[config.mk]
export PLATFORM = sky130hd
export DESIGN_NAME = sector_way_alloc
export DESIGN_NICKNAME = d
export VERILOG_FILES = /design/src/rtl/sw_alloc_pkg.sv /design/src/rtl/sw_cfg_regs.sv /design/src/rtl/sw_set_state.sv /design/src/rtl/sw_victim_pick.sv /design/src/rtl/sector_way_alloc.sv
export SDC_FILE = /design/constraint.sdc
export NUM_CORES = 2
export LEC_CHECK = 0
export BUFFER_PORTS_ARGS = -buffer_cell sky130_fd_sc_hd__clkbuf_2
export CORE_UTILIZATION = 30
export CTS_CLUSTER_SIZE = 16
export DETAILED_ROUTE_END_ITERATION = 12
export GPL_ROUTABILITY_DRIVEN = 0
export HOLD_SLACK_MARGIN = 0.1
export PLACE_DENSITY = 0.42
export SLEW_MARGIN = 40
export SYNTH_ARGS = -nofsm -noshare
export SYNTH_HDL_FRONTEND = slang
export SYNTH_SLANG_ARGS = --single-unit
[constraint.sdc]
create_clock -name clk_i -period 26.5 [get_ports clk_i]
set_clock_uncertainty 0.15 [all_clocks]
set_input_delay 1.325 -clock clk_i [delete_from_list [all_inputs] [get_ports clk_i]]
set_output_delay 1.325 -clock clk_i [all_outputs]
set_load 0.005 [all_outputs]
[src/rtl/sw_alloc_pkg.sv]
package sw_alloc_pkg;
   typedef enum logic {
      LVL_FIRST  = 1'b0,
      LVL_SECOND = 1'b1
   } level_e;

   localparam int SECT_N      = 4;
   localparam int SECT_W      = 2;
   localparam int SECT_LSB    = 56;
   localparam int XLATE_BITS  = 52;
   localparam int CFG_AW      = 3;
   localparam int CFG_SEL_IDX = 4;

   typedef logic [SECT_W-1:0] sect_t;
endpackage

[src/rtl/sw_cfg_regs.sv]
module sw_cfg_regs
   import sw_alloc_pkg::*;
#(
   parameter int     WAYS      = 8,
   parameter int     QW        = 4,
   parameter int     RST_QUOTA = 8,
   parameter level_e LEVEL     = LVL_FIRST
) (
   input  logic                         clk_i,
   input  logic                         rst_ni,
   input  logic                         cfg_we_i,
   input  logic [CFG_AW-1:0]            cfg_addr_i,
   input  logic [QW-1:0]                cfg_data_i,
   input  sect_t                        sect_bits_i,
   output sect_t                        req_sect_o,
   output logic [SECT_N-1:0][QW-1:0]    quota_eff_o
);
   logic [SECT_N-1:0][QW-1:0] quota_q;

   always_ff @(posedge clk_i or negedge rst_ni) begin
      if (!rst_ni) begin
         for (int s = 0; s < SECT_N; s++) quota_q[s] <= QW'(RST_QUOTA);
      end else if (cfg_we_i && cfg_addr_i < CFG_AW'(SECT_N)) begin
         quota_q[cfg_addr_i[SECT_W-1:0]] <= cfg_data_i;
      end
   end

   for (genvar g = 0; g < SECT_N; g++) begin : g_clamp
      always_comb begin
         if (quota_q[g] == '0)             quota_eff_o[g] = QW'(1);
         else if (quota_q[g] > QW'(WAYS))  quota_eff_o[g] = QW'(WAYS);
         else                              quota_eff_o[g] = quota_q[g];
      end

      AST_QUOTA_CLAMP: assert property (@(posedge clk_i) disable iff (!rst_ni)
         quota_eff_o[g] >= QW'(1) && quota_eff_o[g] <= QW'(WAYS));
   end

   if (LEVEL == LVL_FIRST) begin : g_first
      logic unused_cfg_hi;
      assign unused_cfg_hi = ^cfg_data_i;
      assign req_sect_o    = sect_bits_i;
   end else begin : g_second
      logic sel_q;
      logic unused_sect_hi;
      always_ff @(posedge clk_i or negedge rst_ni) begin
         if (!rst_ni)
            sel_q <= 1'b0;
         else if (cfg_we_i && cfg_addr_i == CFG_AW'(CFG_SEL_IDX))
            sel_q <= cfg_data_i[0];
      end
      assign unused_sect_hi = sect_bits_i[1];
      assign req_sect_o     = {sel_q, sect_bits_i[0]};
   end
endmodule

[src/rtl/sw_set_state.sv]
module sw_set_state
   import sw_alloc_pkg::*;
#(
   parameter int WAYS  = 8,
   parameter int SETS  = 16,
   localparam int WW   = $clog2(WAYS),
   localparam int SW   = $clog2(SETS)
) (
   input  logic                           clk_i,
   input  logic                           rst_ni,
   input  logic [SW-1:0]                  rd_set_i,
   output logic [WAYS-1:0]                rd_valid_o,
   output logic [WAYS-1:0][SECT_W-1:0]    rd_owner_o,
   output logic [WAYS-1:0][WW-1:0]        rd_rank_o,
   input  logic                           upd_en_i,
   input  logic                           upd_fill_i,
   input  logic [WW-1:0]                  upd_way_i,
   input  sect_t                          upd_sect_i
);
   logic [SETS-1:0][WAYS-1:0]             valid_q;
   logic [SETS-1:0][WAYS-1:0][SECT_W-1:0] owner_q;
   logic [SETS-1:0][WAYS-1:0][WW-1:0]     rank_q;

   assign rd_valid_o = valid_q[rd_set_i];
   assign rd_owner_o = owner_q[rd_set_i];
   assign rd_rank_o  = rank_q[rd_set_i];

   // Age ranks: 0 = most recent, WAYS-1 = least recent.
   always_ff @(posedge clk_i or negedge rst_ni) begin
      if (!rst_ni) begin
         for (int s = 0; s < SETS; s++) begin
            for (int w = 0; w < WAYS; w++) rank_q[s][w] <= WW'(w);
         end
      end else if (upd_en_i) begin
         for (int w = 0; w < WAYS; w++) begin
            if (WW'(w) == upd_way_i)
               rank_q[rd_set_i][w] <= '0;
            else if (rank_q[rd_set_i][w] < rank_q[rd_set_i][upd_way_i])
               rank_q[rd_set_i][w] <= rank_q[rd_set_i][w] + WW'(1);
         end
      end
   end

   always_ff @(posedge clk_i or negedge rst_ni) begin
      if (!rst_ni) begin
         valid_q <= '0;
         owner_q <= '0;
      end else if (upd_en_i && upd_fill_i) begin
         valid_q[rd_set_i][upd_way_i] <= 1'b1;
         owner_q[rd_set_i][upd_way_i] <= upd_sect_i;
      end
   end

   AST_HIT_KEEPS_OWNER: assert property (@(posedge clk_i) disable iff (!rst_ni)
      upd_en_i && !upd_fill_i |=> $stable(owner_q) && $stable(valid_q));

   AST_FILL_SETS_VALID: assert property (@(posedge clk_i) disable iff (!rst_ni)
      upd_en_i && upd_fill_i |=> $countones(valid_q) >= $countones($past(valid_q)));
endmodule

[src/rtl/sw_victim_pick.sv]
module sw_victim_pick
   import sw_alloc_pkg::*;
#(
   parameter int  WAYS = 8,
   parameter int  QW   = 4,
   localparam int WW   = $clog2(WAYS)
) (
   input  logic [WAYS-1:0]                rd_valid_i,
   input  logic [WAYS-1:0][SECT_W-1:0]    rd_owner_i,
   input  logic [WAYS-1:0][WW-1:0]        rd_rank_i,
   input  sect_t                          req_sect_i,
   input  logic [SECT_N-1:0][QW-1:0]      quota_eff_i,
   output logic                           under_o,
   output logic [WW-1:0]                  pick_way_o
);
   logic [SECT_N-1:0][QW-1:0] cnt;
   logic [SECT_N-1:0]         over;
   logic [WAYS-1:0]           own_m, prime_m, foreign_m, elig_m;
   logic [WW-1:0]             best_rank;
   logic                      found;

   always_comb begin
      for (int s = 0; s < SECT_N; s++) begin
         cnt[s] = '0;
         for (int w = 0; w < WAYS; w++) begin
            if (rd_valid_i[w] && rd_owner_i[w] == SECT_W'(s)) cnt[s] = cnt[s] + QW'(1);
         end
      end
   end

   for (genvar g = 0; g < SECT_N; g++) begin : g_over
      assign over[g] = cnt[g] > quota_eff_i[g];
   end

   for (genvar w = 0; w < WAYS; w++) begin : g_mask
      assign own_m[w]     = rd_valid_i[w] && rd_owner_i[w] == req_sect_i;
      assign foreign_m[w] = !own_m[w];
      assign prime_m[w]   = !rd_valid_i[w] ||
                            (rd_owner_i[w] != req_sect_i && over[rd_owner_i[w]]);
   end

   assign under_o = cnt[req_sect_i] < quota_eff_i[req_sect_i];

   always_comb begin
      if (!under_o)            elig_m = own_m;
      else if (prime_m != '0)  elig_m = prime_m;
      else                     elig_m = foreign_m;
   end

   always_comb begin
      pick_way_o = '0;
      best_rank  = '0;
      found      = 1'b0;
      for (int w = 0; w < WAYS; w++) begin
         if (elig_m[w] && (!found || rd_rank_i[w] > best_rank)) begin
            found      = 1'b1;
            pick_way_o = WW'(w);
            best_rank  = rd_rank_i[w];
         end
      end
   end
endmodule

[src/rtl/sector_way_alloc.sv]
module sector_way_alloc
   import sw_alloc_pkg::*;
#(
   parameter int     WAYS      = 8,
   parameter int     SETS      = 16,
   parameter int     ADDR_W    = 64,
   parameter int     LINE_W    = 6,
   parameter int     RST_QUOTA = WAYS,
   parameter level_e LEVEL     = LVL_FIRST,
   localparam int    WW        = $clog2(WAYS),
   localparam int    SW        = $clog2(SETS),
   localparam int    QW        = $clog2(WAYS + 1)
) (
   input  logic                clk_i,
   input  logic                rst_ni,
   input  logic                req_valid_i,
   input  logic [ADDR_W-1:0]   req_addr_i,
   input  logic                req_hit_i,
   input  logic [WW-1:0]       req_hit_way_i,
   input  logic                cfg_we_i,
   input  logic [CFG_AW-1:0]   cfg_addr_i,
   input  logic [QW-1:0]       cfg_data_i,
   output logic                victim_valid_o,
   output logic [WW-1:0]       victim_way_o
);
   if (WAYS < 2 || (WAYS & (WAYS - 1)) != 0) begin : g_bad_ways
      $error("WAYS must be a power of two of at least 2");
   end
   if (SETS < 2 || (SETS & (SETS - 1)) != 0) begin : g_bad_sets
      $error("SETS must be a power of two of at least 2");
   end
   if (LINE_W + SW > XLATE_BITS) begin : g_bad_index
      $error("set index must stay below the translated address range");
   end
   if (ADDR_W < SECT_LSB + SECT_W) begin : g_bad_addr
      $error("ADDR_W too small to carry the sector bits");
   end
   if (RST_QUOTA < 0 || RST_QUOTA >= (1 << QW)) begin : g_bad_rstq
      $error("RST_QUOTA does not fit the budget register");
   end

   logic [SW-1:0]             set_idx;
   sect_t                     sect_bits, req_sect;
   logic [SECT_N-1:0][QW-1:0] quota_eff;
   logic [WAYS-1:0]           rd_valid;
   logic [WAYS-1:0][SECT_W-1:0] rd_owner;
   logic [WAYS-1:0][WW-1:0]   rd_rank;
   logic                      under;
   logic [WW-1:0]             pick_way;
   logic                      miss;
   logic                      unused_addr;

   assign set_idx     = req_addr_i[LINE_W +: SW];
   assign sect_bits   = req_addr_i[SECT_LSB +: SECT_W];
   assign miss        = req_valid_i && !req_hit_i;
   assign unused_addr = ^req_addr_i;

   sw_cfg_regs #(
      .WAYS(WAYS), .QW(QW), .RST_QUOTA(RST_QUOTA), .LEVEL(LEVEL)
   ) u_cfg (
      .clk_i       (clk_i),
      .rst_ni      (rst_ni),
      .cfg_we_i    (cfg_we_i),
      .cfg_addr_i  (cfg_addr_i),
      .cfg_data_i  (cfg_data_i),
      .sect_bits_i (sect_bits),
      .req_sect_o  (req_sect),
      .quota_eff_o (quota_eff)
   );

   sw_set_state #(
      .WAYS(WAYS), .SETS(SETS)
   ) u_state (
      .clk_i      (clk_i),
      .rst_ni     (rst_ni),
      .rd_set_i   (set_idx),
      .rd_valid_o (rd_valid),
      .rd_owner_o (rd_owner),
      .rd_rank_o  (rd_rank),
      .upd_en_i   (req_valid_i),
      .upd_fill_i (!req_hit_i),
      .upd_way_i  (req_hit_i ? req_hit_way_i : pick_way),
      .upd_sect_i (req_sect)
   );

   sw_victim_pick #(
      .WAYS(WAYS), .QW(QW)
   ) u_pick (
      .rd_valid_i  (rd_valid),
      .rd_owner_i  (rd_owner),
      .rd_rank_i   (rd_rank),
      .req_sect_i  (req_sect),
      .quota_eff_i (quota_eff),
      .under_o     (under),
      .pick_way_o  (pick_way)
   );

   always_ff @(posedge clk_i or negedge rst_ni) begin
      if (!rst_ni) begin
         victim_valid_o <= 1'b0;
         victim_way_o   <= '0;
      end else begin
         victim_valid_o <= miss;
         if (miss) victim_way_o <= pick_way;
      end
   end

   AST_VICTIM_AFTER_MISS: assert property (@(posedge clk_i) disable iff (!rst_ni)
      victim_valid_o |-> $past(req_valid_i && !req_hit_i));

   AST_HIT_NO_VICTIM: assert property (@(posedge clk_i) disable iff (!rst_ni)
      req_valid_i && req_hit_i |=> !victim_valid_o);

   AST_OVER_TAKES_OWN: assert property (@(posedge clk_i) disable iff (!rst_ni)
      miss && !under |-> rd_valid[pick_way] && rd_owner[pick_way] == req_sect);

   AST_UNDER_SPARES_OWN: assert property (@(posedge clk_i) disable iff (!rst_ni)
      miss && under |-> !(rd_valid[pick_way] && rd_owner[pick_way] == req_sect));

   AST_WAY_REPORTED: assert property (@(posedge clk_i) disable iff (!rst_ni)
      miss |=> victim_way_o == $past(pick_way));
endmodule

==> flow_summary.json <==
{
  "fmax_ghz": 0.04002,
  "fin_ws_ns": 1.513,
  "synth_cell_types": 101,
  "die_w_um": 374.8,
  "worstPathMaxFanout": 37,
  "hold-path-cell-count": 2,
  "start_util": 0.3028,
  "crit_type": "in -> reg",
  "antenna_found_initial": 6,
  "grtUsageTotal": 0.1898,
  "antenna_cells": 0,
  "multi_input_area_um2": 20530,
  "overflow": 0,
  "start_kind": "primary input",
  "critPathCaptureType": "flip-flop",
  "area_growth_pct": 12.96,
  "clock_latency_ns": 0.70,
  "fin_setup_tns_ns": 0,
  "drtIter0Drc": 1889,
  "cp_slowest_cell": "mux2i_1",
  "relSlewSlack": 0.4085,
  "preCtsSetupSlack_ns": 0.6944,
  "design_area_um2": 47090,
  "portBuffers": 24,
  "crit_required_ns": 26.98,
  "grt_pass1_wl_um": 200900,
  "finalHoldViolCount": 0,
  "worst-path-stages": 108,
  "drv_slew": 0,
  "cts_made_buffers": 90,
  "synth_ff_type": "dfrtp_1",
  "synth.most_common_cell": "dfrtp_1",
  "dpl_cell_area_um2": 43890,
  "syn_inst": 3503,
  "finalCriticalPeriod_ns": 24.99,
  "wirelength_um": 132000,
  "detail-route-antenna-nets": 0,
  "netlist_area_um2": 41680,
  "drc_errors": 0,
  "place_hpwl_um": 88250,
  "fin_crit_sh": 0.9429,
  "synth_edf_count": 0,
  "nNetsFinal": 3670,
  "stdcell_count": 5357,
  "async_flop_share": 1.000,
  "dr.pass1.iters": 5,
  "cpPeakStageDelay_ns": 0.47,
  "path_buf_inv": 13,
  "cts.sinks": 788,
  "setup_viol": 0,
  "n_fill_cell": 13633,
  "fp-row-count": 136,
  "seq_area_um2": 19960,
  "cts_hold_buffers": 0,
  "r2r_cells": 108,
  "worst-slew-pin-transition_ns": 0.8851,
  "hp-class": "reg -> reg",
  "yosys-top-cells-count": "592 x dfrtp_1, 349 x nand2_1, 239 x mux2_2",
  "synth_top_area_share": 0.3554,
  "arrival_ns": 25.47,
  "root_buffer": "clkbuf_16",
  "die_h_um": 374.8,
  "synthTopCellsByArea": "dfrtp_1 36%, dfstp_2 12%, mux4_2 11%, mux2_2 6.5%, a22o_1 4.7%",
  "tritoncts": "done",
  "grt_max_degree": 138,
  "dp.cells": 5186,
  "drv_cap": 0,
  "ys_warn_count": 0,
  "status": "complete, no violations",
  "yosys.area.top_type": "dfrtp_1",
  "ys_seq_area_frac": 0.4789,
  "rsz0062_at_grt": "false",
  "io-pin-count": 83,
  "synth_seq_cells": 788,
  "grt_pass1_vias": 29445,
  "clk_pin_slew_worst_paths_ns": 0.06,
  "wire_per_inst_um": 24.63,
  "syn_area_per_cell_um2": 11.90,
  "critPathMostFrequentCell": "ha_1",
  "core_area_um2": 137700,
  "fp.dieArea_um2": 140400,
  "syn_nets": 3682,
  "vias_per_cell": 5.323,
  "drive_above_1_share": 0.2997,
  "num_vias": 28514,
  "crit_family": "compound AO/OA/AOI/OAI gates",
  "clockBufferDepth": 3,
  "h-tree-depth": 3
}
[sequential cells by signal, summed over array words and instances (netlist names)]
register         count
u_cfg.quota_q       16
u_state.valid_q    128
victim_valid_o       1
u_state.rank_q     384
u_state.owner_q    256
victim_way_o         3
[logic make-up (layout without fill, tap and decap cells)]
kind of cell / count (synthesis) / in the layout / share of synthesized area
AO/OA/AOI/OAI: 792 / 792 / 0.1397
XOR/XNOR: 89 / 89 / 0.02011
adder cells (fa/ha/maj): 100 / 100 / 0.03002
buffers and inverters: 309 / 369 / 0.03251
flip-flops: 788 / 788 / 0.4789
multiplexers: 533 / 533 / 0.1955
AND/OR/NAND/NOR: 892 / 892 / 0.1033
[tightest hold or removal path, cell delays in order (launching register included)]
cell,delay (ns)
dfstp_2,0.36
inv_1,0.04
o2bb2ai_1,0.05
[metrics by stage]
step | util | hold WS, ns
floorplan | - | 0.2787
global placement | 0.3181 | 0.2941
detailed placement | 0.3189 | 0.2976
CTS | 0.3409 | 0.3104
global route | 0.3421 | 0.3198
finish | 0.3421 | 0.3101
[cell usage in the layout, fill, tap and decap left out, types with 18 or more instances in the layout]
master,instances
a21oi_1,54
a22o_1,223
a22oi_1,34
buf_4,80
clkbuf_1,21
clkbuf_16,93
clkbuf_8,20
dfrtp_1,592
dfstp_2,196
ha_1,100
inv_1,81
mux2_2,239
mux2i_1,93
mux4_2,201
nand2_1,338
nand2b_1,75
nand3_1,42
nor2_1,176
nor2_2,19
nor3_1,18
o21ai_0,217
o2bb2ai_1,107
or2_2,74
xnor2_1,56
xor2_1,27
[area by class of cell]
| cell class | instances | share of cell area |
|---|---|---|
| multi-input combinational | 2406 | 0.4360 |
| clock buffer | 134 | 0.05694 |
| timing repair buffer | 119 | 0.02102 |
| clock inverter | 30 | 0.007467 |
| tap | 1794 | 0.04767 |
| inverter | 86 | 0.006909 |
| sequential | 788 | 0.4240 |
[routing by layer]
layer	part of all wire	track usage
met1	0.47	0.2684
met2	0.48	0.3092
met3	0.031	0.02311
met4	0.020	0.04315
met5	0.000091	0
[path summary, 6_finish.rpt]
path	end	from	slack, ns
setup / recovery	u_state.rank_q[92]	req_addr_i[9]	1.51
hold / removal	u_state.rank_q[278]	u_state.rank_q[278]	0.31
setup reg to reg	u_state.rank_q[92]	u_state.owner_q[66]	2.43
hold reg to reg	u_state.rank_q[278]	u_state.rank_q[278]	0.31
max in group asynchronous	u_state.rank_q[144]	rst_ni	22.25
min in group asynchronous	u_state.owner_q[63]	rst_ni	0.52
[repair_timing]
action	in CTS	in global routing
setup endpoints to repair	0	308
resized for setup	0	10
buffers inserted	0	4
Power is left out: the tool's default activity adds up to more than one toggle a clock period on the data nets, which glitch-free logic cannot reach.
